`config.mk`:
```
export PLATFORM = sky130hd
export DESIGN_NAME = dpll_refsel
export DESIGN_NICKNAME = d
export VERILOG_FILES = /design/src/rtl/refsel_pkg.sv /design/src/rtl/refsel_search.sv /design/src/rtl/refsel_ctrl.sv /design/src/rtl/refsel_datapath.sv /design/src/rtl/dpll_refsel.sv
export SDC_FILE = /design/constraint.sdc
export NUM_CORES = 1
export LEC_CHECK = 0
export BUFFER_PORTS_ARGS = -buffer_cell sky130_fd_sc_hd__clkbuf_2
export CAP_MARGIN = 15
export CORE_MARGIN = 5
export CORE_UTILIZATION = 42
export DETAILED_ROUTE_END_ITERATION = 12
export GPL_ROUTABILITY_DRIVEN = 0
export PLACE_DENSITY = 0.78
export SLEW_MARGIN = 20
export SYNTH_ARGS = -nofsm -noshare
export SYNTH_HDL_FRONTEND = slang
export SYNTH_SLANG_ARGS = --single-unit
```
`constraint.sdc`:
```
create_clock -name clk -period 2 [get_ports clk]
set_clock_uncertainty 0.15 [all_clocks]
set_input_delay 0.6 -clock clk [delete_from_list [all_inputs] [get_ports clk]]
set_output_delay 0.6 -clock clk [all_outputs]
set_load 0.05 [all_outputs]
```
`src/rtl/refsel_pkg.sv`:
```
package refsel_pkg;
  localparam int CODE_W = 4;

  // Fixed pair members for external fast switching
  localparam logic [CODE_W-1:0] PAIR_HI_MAIN = 4'd3;
  localparam logic [CODE_W-1:0] PAIR_HI_ALT  = 4'd5;
  localparam logic [CODE_W-1:0] PAIR_LO_MAIN = 4'd4;
  localparam logic [CODE_W-1:0] PAIR_LO_ALT  = 4'd6;

  typedef enum logic [1:0] {
    MODE_AUTO   = 2'd0,
    MODE_FORCED = 2'd1,
    MODE_FAST   = 2'd2,
    MODE_FOLLOW = 2'd3
  } selMode_e;

  typedef struct packed {
    logic              load;
    logic [CODE_W-1:0] code;
    selMode_e          mode;
    logic              noRef;
  } pathStrobe_t;

  typedef struct packed {
    pathStrobe_t pri;
    pathStrobe_t sec;
    logic        secRateLow;
  } selStrobe_t;
endpackage

```
`src/rtl/refsel_search.sv`:
```
module refsel_search
  import refsel_pkg::*;
#(
  parameter int NUM_INPUTS = 14
) (
  input  logic [NUM_INPUTS*CODE_W-1:0] inPrio,
  input  logic [NUM_INPUTS-1:0]        inQual,
  output logic                         found,
  output logic [CODE_W-1:0]            bestIdx
);
  logic [CODE_W-1:0] bestPrio;

  // Ascending scan with strict compare: a tie keeps the lower index
  always_comb begin
    found    = 1'b0;
    bestIdx  = '0;
    bestPrio = '1;
    for (int i = 0; i < NUM_INPUTS; i++) begin
      if (inQual[i] && (inPrio[i*CODE_W +: CODE_W] != '0) &&
          (!found || (inPrio[i*CODE_W +: CODE_W] < bestPrio))) begin
        found    = 1'b1;
        bestPrio = inPrio[i*CODE_W +: CODE_W];
        bestIdx  = CODE_W'(i + 1);
      end
    end
  end
endmodule

```
`src/rtl/refsel_ctrl.sv`:
```
module refsel_ctrl
  import refsel_pkg::*;
#(
  parameter int NUM_INPUTS = 14
) (
  input  logic              clk,
  input  logic              rstN,
  input  logic              fastSwPin,
  input  logic              extSwWe,
  input  logic              extSwWrVal,
  input  logic [CODE_W-1:0] priSel,
  input  logic [CODE_W-1:0] secSel,
  input  logic              secFollowPri,
  input  logic              secLowRate,
  input  logic [CODE_W-1:0] fastPrioHi,
  input  logic [CODE_W-1:0] fastPrioLo,
  input  logic              autoFound,
  input  logic [CODE_W-1:0] autoIdx,
  output selStrobe_t        stb
);
  logic              extSwQ;
  logic [CODE_W-1:0] fastPick;

  // Strap level is loaded on every edge while reset is held
  always_ff @(posedge clk) begin
    if (!rstN)        extSwQ <= fastSwPin;
    else if (extSwWe) extSwQ <= extSwWrVal;
  end

  AST_EXTSW_STEADY: assert property (@(posedge clk) disable iff (!rstN)
    !extSwWe |=> $stable(extSwQ));

  function automatic pathStrobe_t decodeIndep(input logic [CODE_W-1:0] sel,
                                              input logic              hit,
                                              input logic [CODE_W-1:0] idx);
    pathStrobe_t s;
    s.load  = 1'b0;
    s.code  = '0;
    s.noRef = 1'b0;
    s.mode  = MODE_AUTO;
    if (sel == '0) begin
      s.load  = hit;
      s.code  = idx;
      s.noRef = !hit;
    end else begin
      s.mode = MODE_FORCED;
      if (int'(sel) <= NUM_INPUTS) begin
        s.load = 1'b1;
        s.code = sel;
      end else begin
        s.noRef = 1'b1;
      end
    end
    return s;
  endfunction

  always_comb begin
    if (fastSwPin) fastPick = (fastPrioHi == '0) ? PAIR_HI_ALT : PAIR_HI_MAIN;
    else           fastPick = (fastPrioLo == '0) ? PAIR_LO_ALT : PAIR_LO_MAIN;
  end

  always_comb begin
    if (extSwQ) begin
      stb.pri.load  = 1'b1;
      stb.pri.code  = fastPick;
      stb.pri.mode  = MODE_FAST;
      stb.pri.noRef = 1'b0;
    end else begin
      stb.pri = decodeIndep(priSel, autoFound, autoIdx);
    end
    if (secFollowPri) begin
      stb.sec.load   = 1'b1;
      stb.sec.code   = '0;
      stb.sec.mode   = MODE_FOLLOW;
      stb.sec.noRef  = 1'b0;
      stb.secRateLow = secLowRate;
    end else begin
      stb.sec        = decodeIndep(secSel, autoFound, autoIdx);
      stb.secRateLow = 1'b0;
    end
  end
endmodule

```
`src/rtl/refsel_datapath.sv`:
```
module refsel_datapath
  import refsel_pkg::*;
(
  input  logic              clk,
  input  logic              rstN,
  input  selStrobe_t        stb,
  output logic [CODE_W-1:0] priRef,
  output logic [1:0]        priMode,
  output logic              priNoRef,
  output logic              priSwitch,
  output logic [CODE_W-1:0] secRef,
  output logic [1:0]        secMode,
  output logic              secNoRef,
  output logic              secSwitch,
  output logic              secRateLow
);
  always_ff @(posedge clk or negedge rstN) begin
    if (!rstN) begin
      priRef    <= '0;
      priMode   <= MODE_AUTO;
      priNoRef  <= 1'b1;
      priSwitch <= 1'b0;
    end else begin
      priMode   <= stb.pri.mode;
      priNoRef  <= stb.pri.noRef;
      priSwitch <= stb.pri.load && (stb.pri.code != priRef);
      if (stb.pri.load) priRef <= stb.pri.code;
    end
  end

  always_ff @(posedge clk or negedge rstN) begin
    if (!rstN) begin
      secRef     <= '0;
      secMode    <= MODE_AUTO;
      secNoRef   <= 1'b1;
      secSwitch  <= 1'b0;
      secRateLow <= 1'b0;
    end else begin
      secMode    <= stb.sec.mode;
      secNoRef   <= stb.sec.noRef;
      secRateLow <= stb.secRateLow;
      secSwitch  <= (stb.sec.load && (stb.sec.code != secRef)) ||
                    (stb.secRateLow != secRateLow);
      if (stb.sec.load) secRef <= stb.sec.code;
    end
  end

  AST_PRI_SWITCH_PULSE: assert property (@(posedge clk) disable iff (!rstN)
    priSwitch == (priRef != $past(priRef)));
  AST_SEC_SWITCH_PULSE: assert property (@(posedge clk) disable iff (!rstN)
    secSwitch == ({secRef, secRateLow} != $past({secRef, secRateLow})));
  AST_PRI_HOLD_NOREF: assert property (@(posedge clk) disable iff (!rstN)
    priNoRef |-> $stable(priRef));
  AST_FAST_PAIR_ONLY: assert property (@(posedge clk) disable iff (!rstN)
    (priMode == MODE_FAST) |-> ((priRef >= 4'd3) && (priRef <= 4'd6)));
  AST_FOLLOW_CLEAN: assert property (@(posedge clk) disable iff (!rstN)
    (secMode == MODE_FOLLOW) |-> ((secRef == '0) && !secNoRef));
  AST_SEC_NEVER_FAST: assert property (@(posedge clk) disable iff (!rstN)
    secMode != MODE_FAST);
endmodule

```
`src/rtl/dpll_refsel.sv`:
```
module dpll_refsel
  import refsel_pkg::*;
#(
  parameter int NUM_INPUTS = 14
) (
  input  logic                         clk,
  input  logic                         rstN,
  input  logic                         fastSwPin,
  input  logic                         extSwWe,
  input  logic                         extSwWrVal,
  input  logic [CODE_W-1:0]            priSel,
  input  logic [CODE_W-1:0]            secSel,
  input  logic                         secFollowPri,
  input  logic                         secLowRate,
  input  logic [NUM_INPUTS*CODE_W-1:0] inPrio,
  input  logic [NUM_INPUTS-1:0]        inQual,
  output logic [CODE_W-1:0]            priRef,
  output logic [1:0]                   priMode,
  output logic                         priNoRef,
  output logic                         priSwitch,
  output logic [CODE_W-1:0]            secRef,
  output logic [1:0]                   secMode,
  output logic                         secNoRef,
  output logic                         secSwitch,
  output logic                         secRateLow
);
  localparam int HI_BASE = (int'(PAIR_HI_MAIN) - 1) * CODE_W;
  localparam int LO_BASE = (int'(PAIR_LO_MAIN) - 1) * CODE_W;

  if (NUM_INPUTS < 6 || NUM_INPUTS > 15) begin : g_badCount
    $error("NUM_INPUTS must lie in 6..15");
  end

  logic              autoFound;
  logic [CODE_W-1:0] autoIdx;
  selStrobe_t        stb;

  refsel_search #(.NUM_INPUTS(NUM_INPUTS)) i_search (
    .inPrio  (inPrio),
    .inQual  (inQual),
    .found   (autoFound),
    .bestIdx (autoIdx)
  );

  refsel_ctrl #(.NUM_INPUTS(NUM_INPUTS)) i_ctrl (
    .clk          (clk),
    .rstN         (rstN),
    .fastSwPin    (fastSwPin),
    .extSwWe      (extSwWe),
    .extSwWrVal   (extSwWrVal),
    .priSel       (priSel),
    .secSel       (secSel),
    .secFollowPri (secFollowPri),
    .secLowRate   (secLowRate),
    .fastPrioHi   (inPrio[HI_BASE +: CODE_W]),
    .fastPrioLo   (inPrio[LO_BASE +: CODE_W]),
    .autoFound    (autoFound),
    .autoIdx      (autoIdx),
    .stb          (stb)
  );

  refsel_datapath i_datapath (
    .clk        (clk),
    .rstN       (rstN),
    .stb        (stb),
    .priRef     (priRef),
    .priMode    (priMode),
    .priNoRef   (priNoRef),
    .priSwitch  (priSwitch),
    .secRef     (secRef),
    .secMode    (secMode),
    .secNoRef   (secNoRef),
    .secSwitch  (secSwitch),
    .secRateLow (secRateLow)
  );
endmodule

```
==> out/qor.yml <==
cts_tree: "yes"
antenna_cells: 0
worstPathArrival_ps: 18700
mostFrequentLayoutCell: "buf_4"
dr.pass1.iters: 7
rsz0062_at_grt: "true"
placed_area_um2: 7300
wl_um: 22800
cts_buffers: 3
ys_async_sr_fraction_pct: 94.4
leakagePower_uw: 0.00398
fmax_mhz: 53.3
grtUsageTotal_pct: 30.8
peakVddDrop_mv: 0.882
hold_buffers: 0
final_layout_size_suffix_gt1_share_pct: 58.2
fp.dieH_um: 113
dieArea_um2: 12700
synth_edf_count: 1
portBuffers: 101
end_kind: "register"
grt-ovfl-total: 0
syn-instance-count: 614
cts_sinks: 18
critical_path_class: "input port to register"
nFillCells: 576
timing.final.crit_period_ps: 18750
htree_num_levels: 1
maxCapViolCount: 0
grt_pass1_vias: 7380
placementRows: 37
final.setup.worst_slack_ps: -16750
io_pins: 102
synthDistinctLibCells: 99
die_w_um: 113
syn_nets: 716
final_cell_mix: "buf_4, clkbuf_2, nor2_1, nand2_1, a21oi_1"
vias_per_cell: 6.37
drtAntennaViolNets: 0
worst_slew_pin_slew_ps: 687
syn_avg_cell_area_um2: 7.22
p_per_area_nw_per_um2: 1190
max_stage_delay_ps: 400
grt_pass1_wl_um: 33500
drt_drc_violations_left: 0
final_net_count: 1132
worstPathMaxFanout: 4
crit_path_frequent_cell: "ha_4"
hold_path.class: "input port to async pin"
status: "complete, but fails checks"
relSlewSlack_pct: 53.6
fin_crit_sh_pct: 938
synth-main-ff-cell: "dfrtp_1"
clk_latency_ps: 250
critPathRequiredTime_ps: 1950
syn-cell-area_um2: 4430
drt_iter0_drc: 768
power_uw: 9850
hpwl_um: 14900
ff2ff_path_depth: 9
cp-start-kind: "input port"
grt_antenna_before_repair: 0
design_area_um2: 8280
grt_max_degree: 16
ys_ff_latch: 18
violations: "setup timing"
ctsLongestPathBuffers: 2
tns_ps: -169600
routedWlPerCell_um: 19.6
cp_slowest_cell: "a2111o_1"
yosys_warnings: 0
slew_viol_final: 0
timing.final.hold_violations: 0
start_util_pct: 42.9
setup_viol: 12
coreArea_um2: 10300
root_buffer: "clkbuf_8"
clk_pin_slew_worst_paths_ps: 70
syn_to_final_growth_pct: 86.7
vias: 7417
synth_seq_area_share_pct: 10.3
==> layer usage <==
metal / up-vias / global-route usage (%) / part of all wire, % / wire, um
li1: 3201 / - / - / -
met1: 3426 / 32.6 / 34 / 7730
met2: 576 / 57.9 / 50 / 11500
met3: 214 / 4.60 / 8.2 / 1870
met4: 0 / 16.7 / 7.6 / 1750
met5: - / 0 / 0 / 0
==> timing repair <==
item,in CTS,in global routing
gates cloned,0,0
pin swaps,38,41
gates resized for setup,53,51
setup buffers,40,25
endpoints found under the setup margin,12,12
==> per-stage QoR <==
stage | cells | util (%) | setup WS (ps) | hold slack, ps
after floorplan | 614 | - | -16760 | 154
after global placement | 1097 | 70.7 | -15940 | 292
after detailed placement | 1097 | 70.7 | -16700 | 299
after CTS | 1141 | 76.6 | -15840 | 30.7
after global routing | 1165 | 80.2 | -17630 | 17.2
final | 1165 | 80.2 | -16750 | 24.1
==> cells by family after synthesis <==
family                     count (synthesis)  synth area share (%)
xor gates and xnor gates                   7                  1.38
adders and majority gates                 23                  6.21
buffers and inverters                     60                  5.31
AOI/OAI and AO/OA                        229                  42.4
muxes                                     26                  6.44
and+or+nand+nor                          251                  27.9
DFF                                       18                  10.3
==> power breakdown <==
group          switching [uW]  internal, uW  leakage (uW)
Clock                     115           141     0.0000228
Combinational            4500          4650       0.00376
Sequential               36.8           408      0.000205
Total                    4650          5200       0.00398
==> Yosys cell counts, types with 4 or more instances <==
library cell / number / area share (%)
nor4_1: 4 / 0.56
o21ai_0: 23 / 2.6
maj3_1: 4 / 0.90
nor3_1: 18 / 2.0
o211ai_1: 6 / 1.0
a21oi_2: 4 / 0.79
mux2_2: 7 / 1.8
nand3b_1: 5 / 0.85
clkbuf_1: 19 / 1.6
inv_1: 37 / 3.1
a211oi_1: 9 / 1.5
o22ai_1: 5 / 0.71
o31ai_1: 5 / 0.85
a31o_2: 5 / 0.99
dfrtp_1: 15 / 8.5
a31oi_1: 4 / 0.56
o21a_1: 6 / 1.0
or3_1: 5 / 0.71
a22oi_1: 7 / 1.2
and2_1: 10 / 1.4
and3_1: 9 / 1.3
o41ai_1: 11 / 2.2
mux2i_1: 17 / 3.8
a211o_1: 6 / 1.2
xor2_1: 4 / 0.79
nand2b_1: 8 / 1.1
or2_2: 6 / 0.85
o21ai_1: 5 / 0.56
nor2b_1: 10 / 1.4
o221ai_1: 4 / 0.79
a21o_1: 12 / 2.0
a21oi_1: 46 / 5.2
o21bai_1: 7 / 1.2
nand4_1: 9 / 1.3
ha_1: 17 / 4.8
nand2_1: 67 / 5.7
nand3_1: 17 / 1.9
nor2_1: 67 / 5.7
==> worst paths after layout <==
kind	startpoint	end	slack (ps)
worst max-delay path	inPrio[2]	i_datapath.secSwitch	-16750
worst min-delay path	rstN	i_datapath.priRef[2]	20
worst max register to register	i_datapath.secRef[0]	i_datapath.secSwitch	-90
worst min register to register	i_datapath.priRef[2]	i_datapath.priRef[2]	450
max in group asynchronous	rstN	i_datapath.secNoRef	1180
min in group clk	i_datapath.priRef[2]	i_datapath.priRef[2]	450
==> state kept, by name, indices dropped and copies added (netlist names) <==
name / flops
i_ctrl.extSwQ: 1
i_datapath.priMode: 2
i_datapath.priNoRef: 1
i_datapath.priRef: 4
i_datapath.priSwitch: 1
i_datapath.secMode: 2
i_datapath.secNoRef: 1
i_datapath.secRateLow: 1
i_datapath.secRef: 4
i_datapath.secSwitch: 1
==> worst max-delay path: cells and delay by family <==
family | cells | cell delay, ps
and+or+nand+nor | 33 | 3400
buffers and inverters | 14 | 1350
muxes | 7 | 1750
AOI/OAI and AO/OA | 42 | 8440
adders and majority gates | 13 | 3130
==> area by class of cell <==
class / count / area [um2] / area share (%)
clock buffer: 4 / 45.0 / 0.544
inverter: 37 / 144 / 1.74
multi-input combinational: 536 / 4390 / 53.1
sequential: 18 / 458 / 5.53
tap: 136 / 170 / 2.06
timing repair buffer: 434 / 3070 / 37.0
Note: power is estimated with default switching activity, not from simulation.
